--- config.mk ---
export PLATFORM = sky130hd
export DESIGN_NAME = nanbox_unbox
export DESIGN_NICKNAME = d
export VERILOG_FILES = /design/src/rtl/nanbox_unbox.sv
export SDC_FILE = /design/constraint.sdc
export NUM_CORES = 1
export LEC_CHECK = 0
export BUFFER_PORTS_ARGS = -buffer_cell sky130_fd_sc_hd__buf_4
export CORE_MARGIN = 10
export CORE_UTILIZATION = 28
export DETAILED_ROUTE_END_ITERATION = 6
export PLACE_DENSITY = 0.94
export SLEW_MARGIN = 40
export SYNTH_ARGS = -nofsm -noshare
export SYNTH_HDL_FRONTEND = slang
export SYNTH_SLANG_ARGS = --single-unit
--- constraint.sdc ---
create_clock -name vclk -period 2.9
set_clock_uncertainty 0.05 [all_clocks]
set_input_delay 0.145 -clock vclk [all_inputs]
set_output_delay 0.145 -clock vclk [all_outputs]
set_load 0.01 [all_outputs]
--- src/rtl/nanbox_unbox.sv ---
// Module: read-side checker for one format. Reports a fault when any
// register bit above OP_W is zero, and then substitutes QNAN for the
// operand. Assumes OP_W <= REG_W. When the widths are equal, no check
// is made.
module nanbox_unbox #(
    parameter int REG_W = 64,
    parameter int OP_W  = 16,
    parameter logic [OP_W-1:0] QNAN = '0
) (
    input  logic [REG_W-1:0] reg_val,
    output logic [OP_W-1:0]  operand,
    output logic             fault
);

    generate
        if (OP_W < REG_W) begin : g_check
            localparam int UP_W = REG_W - OP_W;
            logic [UP_W-1:0] upper;
            assign upper = reg_val[REG_W-1:OP_W];

            // Purpose: flag a missing box and pick the operand or the NaN.
            always_comb begin
                fault   = ~(&upper);
                operand = fault ? QNAN : reg_val[OP_W-1:0];
            end

            // Purpose: a substituted operand must be a quiet NaN (exponent all ones).
            always_comb begin
                if (fault) begin
                    a_r4_subst_is_nan: assert (operand[OP_W-2] == 1'b1)
                        else $error("substituted operand lacks NaN exponent");
                end
            end
        end else begin : g_pass
            // Purpose: equal widths leave nothing to check.
            always_comb begin
                fault   = 1'b0;
                operand = reg_val[OP_W-1:0];
            end
        end
    endgenerate

endmodule

== Word-level counts from Yosys, hierarchy flattened ==
Cells that the tools add are included.

* Flip-flop bits (word level): 0
* Input bits: 64

* Mux-type cells: 1
* Bitwise operators: 1
* Reduce and logical (&&, ||, !) cells: 1

{| class="wikitable"
|+ Operator list
! cell !! number
|-
| 48-bit AND reduction || 1
|-
| 16-bit two-way mux || 1
|-
| 1-bit inverter || 1
|}

== Logic depth before layout (Yosys ltp) ==
* Depth in word-level cells: 2
* Depth in mapped cells: 5

== Least setup slack after synthesis ==
OpenSTA, ideal clock, no wires.

* Path type: input to output
* From: input port reg_val[40]
* To: output port operand[10]
* Data arrival time: 1.370 ns
* Path slack: 1.335 ns
* Stages on the path: 5
* Path through: nand4_1 -> or4_1 -> buf_6 -> buf_12 -> nor4_2

* Cells in the longest elaborated chain, start to end: 2

{| class="wikitable"
|+ Ends and longest elaborated chain
! what !! line !! RTL
|-
| start: declaration || 10 || <nowiki>input logic [REG_W-1:0] reg_val,</nowiki>
|-
| 48-bit AND reduction || 23 || <nowiki>fault = ~(&upper);</nowiki>
|-
| 16-bit two-way mux || 24 || <nowiki>operand = fault ? QNAN : reg_val[OP_W-1:0];</nowiki>
|-
| end: declaration || 11 || <nowiki>output logic [OP_W-1:0] operand,</nowiki>
|}

Every way passes these cells.

== Worst setup path in the final report ==
* From: input port reg_val[40]
* To: output port fault

* Cells in the longest elaborated chain, start to end: 2

{| class="wikitable"
|+ Ends and longest elaborated chain
! what !! line !! RTL
|-
| 48-bit AND reduction || 23 ||
|-
| 1-bit inverter || 23 ||
|-
| end: declaration || 12 || <nowiki>output logic fault</nowiki>
|}

Every way passes these cells.

==> run metrics <==
startpoint types=input pin; Pwr per Cell Area=roughly 76 mW/mm^2; Max VDD drop=~54 uV; Worst Setup Path Type=in2out; number of port buffers=81; Fin Setup TNS=0 ns; DP HPWL=around 2200 um; total number of vias=690; pin count of the biggest net entering global routing=18; routability congestion estimate=roughly 0.66; I/O pins=81; Crit Path Max Fanout=17; DP Worst Slack=0.8745 ns; met3 wire length=a little under 300 um; min Tclk post-route=2.020 ns; Sequential Area=0 sq um; n_diodes=0; Multi-input gate area=between 200 and 300 sq um; initial antenna violation count=0; most frequent CP cell=buf_4; slowest cell delay on critical path=a little under 0.9 ns; Synth top area share=between 20% and 30%; # setup viols final=0; critical path's top delay family=simple AND/OR/NAND/NOR gates; average size of a mapped cell=around 7.3 sq um; max-cap viol count=0; DR WL/cell=around 16 um; post-synth cell types=11; Hold Slack=around 0.56 ns; leakage power=0.5016 nW; Met2 Wirelength=between 1000 and 1500 um; hold-fix buffers at CTS=0; slowest stage cell, crit path=or4_1; initial drt markers=3; Final WS setup=roughly 0.88 ns; Synthesized Nets=about 120; headroom to the max-slew limit=between 40% and 50%; initial cell density of the core=29.72%; sequential area share after synthesis=0%; max-slew violation count=0; post_cts resized=0; wire length of the first global-routing pass=between 3000 and 4000 um; grt total ovfl=0; top sig layer=met4; vias in the first global route=~770; status=finished clean; Rows=13; fillcell total=between 100 and 150; final sequential cell count=0; Routed Antenna Nets=0; crit-path cells=buf_4, nand4_1, or4_1, or3_1, buf_4; required time worst endpoint=about 2.7 ns; Setup Fix Bufs, Post-CTS=0; post-route DRC violation count=0; router iterations before antenna repair=2; Die X=57.40 um; worst path bufs/invs=2; DIE HEIGHT=57.40 um; Die Footprint=0.003295 sq mm; CP Data Arrival Time=between 1.5 and 2 ns; CLK BUF=0; RSZ-0062 raised after global routing=no; Setup crit end kind=output pin; cell accounting for the most synthesized area=nor4_2; worst hold path type=in2out; crit share post-route=between 60 and 70%; fmax=around 490 MHz; Slew @ Worst Pin=~0.76 ns; Ys Warns=0; layout cells sized above 1=about 70%; Mapped Cells=54; Vias per Instance=about 4.8; Layout area overhead=145.7%; synthesized area=391.6 sq um; NumNets Final=between 150 and 200; Met1 Wirelength=a little under 700 um; core area=approximately 0.0013 sq mm; Fin. Hold Viols=0; GRT Total Usage=12.60%; DRT Wirelength=~2300 um; Area contributors post-synth=nor4_2 (29%), nand4_1 (19%), inv_1 (15%), nor4_1 (9.6%), buf_6 (5.8%)
-- path summary, 6_finish.rpt --
| check | start | endpoint | depth (start not counted) | slack [ns] |
|---|---|---|---|---|
| max | reg_val[40] | fault | 5 | 0.88 |
| min | reg_val[15] | operand[15] | 4 | 0.56 |
-- per-stage QoR --
step	power, mW	utilization (%)	area [sq um]	instances
5_1_grt	0.07910	73.03	962.2	144
3_5_place_dp	0.07373	73.03	962.2	144
6_report	0.07304	73.03	962.2	144
3_3_place_gp	0.07168	73.03	962.2	144
2_1_floorplan	0.007967	-	391.6	54
4_1_cts	0.07384	73.03	962.2	144
-- placed cells by master (no fill, tap or decap) --
cell     netlist  layout
buf_4          0      81
inv_1         16      16
nand4_1       12      12
nor4_2         9       9
nor4_1         6       6
or4_1          3       3
or3_1          1       1
nor4_4         1       1
-- cells by family after synthesis --
logic type    Yosys count  share of synthesized area [%]
simple gates           32                          70.29
buf+inv                22                          29.71
-- Yosys cell counts --
library cell	number
buf_2	2
or3_1	1
nor4_2	9
nor4_4	1
or4_1	3
nand4_1	12
buf_12	1
clkbuf_1	1
nor4_1	6
buf_6	2
inv_1	16
-- cell type report --
type / instances / area share (%)
repair buffers: 81 / 63.20
multi-input cells: 32 / 28.61
inverters: 16 / 6.242
well taps: 15 / 1.951
-- layer usage --
metal	up-vias	GRT usage, %
li1	354	-
met1	293	10.49
met2	41	25.61
met3	2	6.858
met4	0	1.342
met5	-	0
-- power by group --
group	internal [mW]	total [mW]	switching, mW
logic	0.0567	0.0730	0.0163
registers	0	0	0
clock network	0	0	0
total	0.0567	0.0730	0.0163
Note: power is estimated with default switching activity, not from simulation.
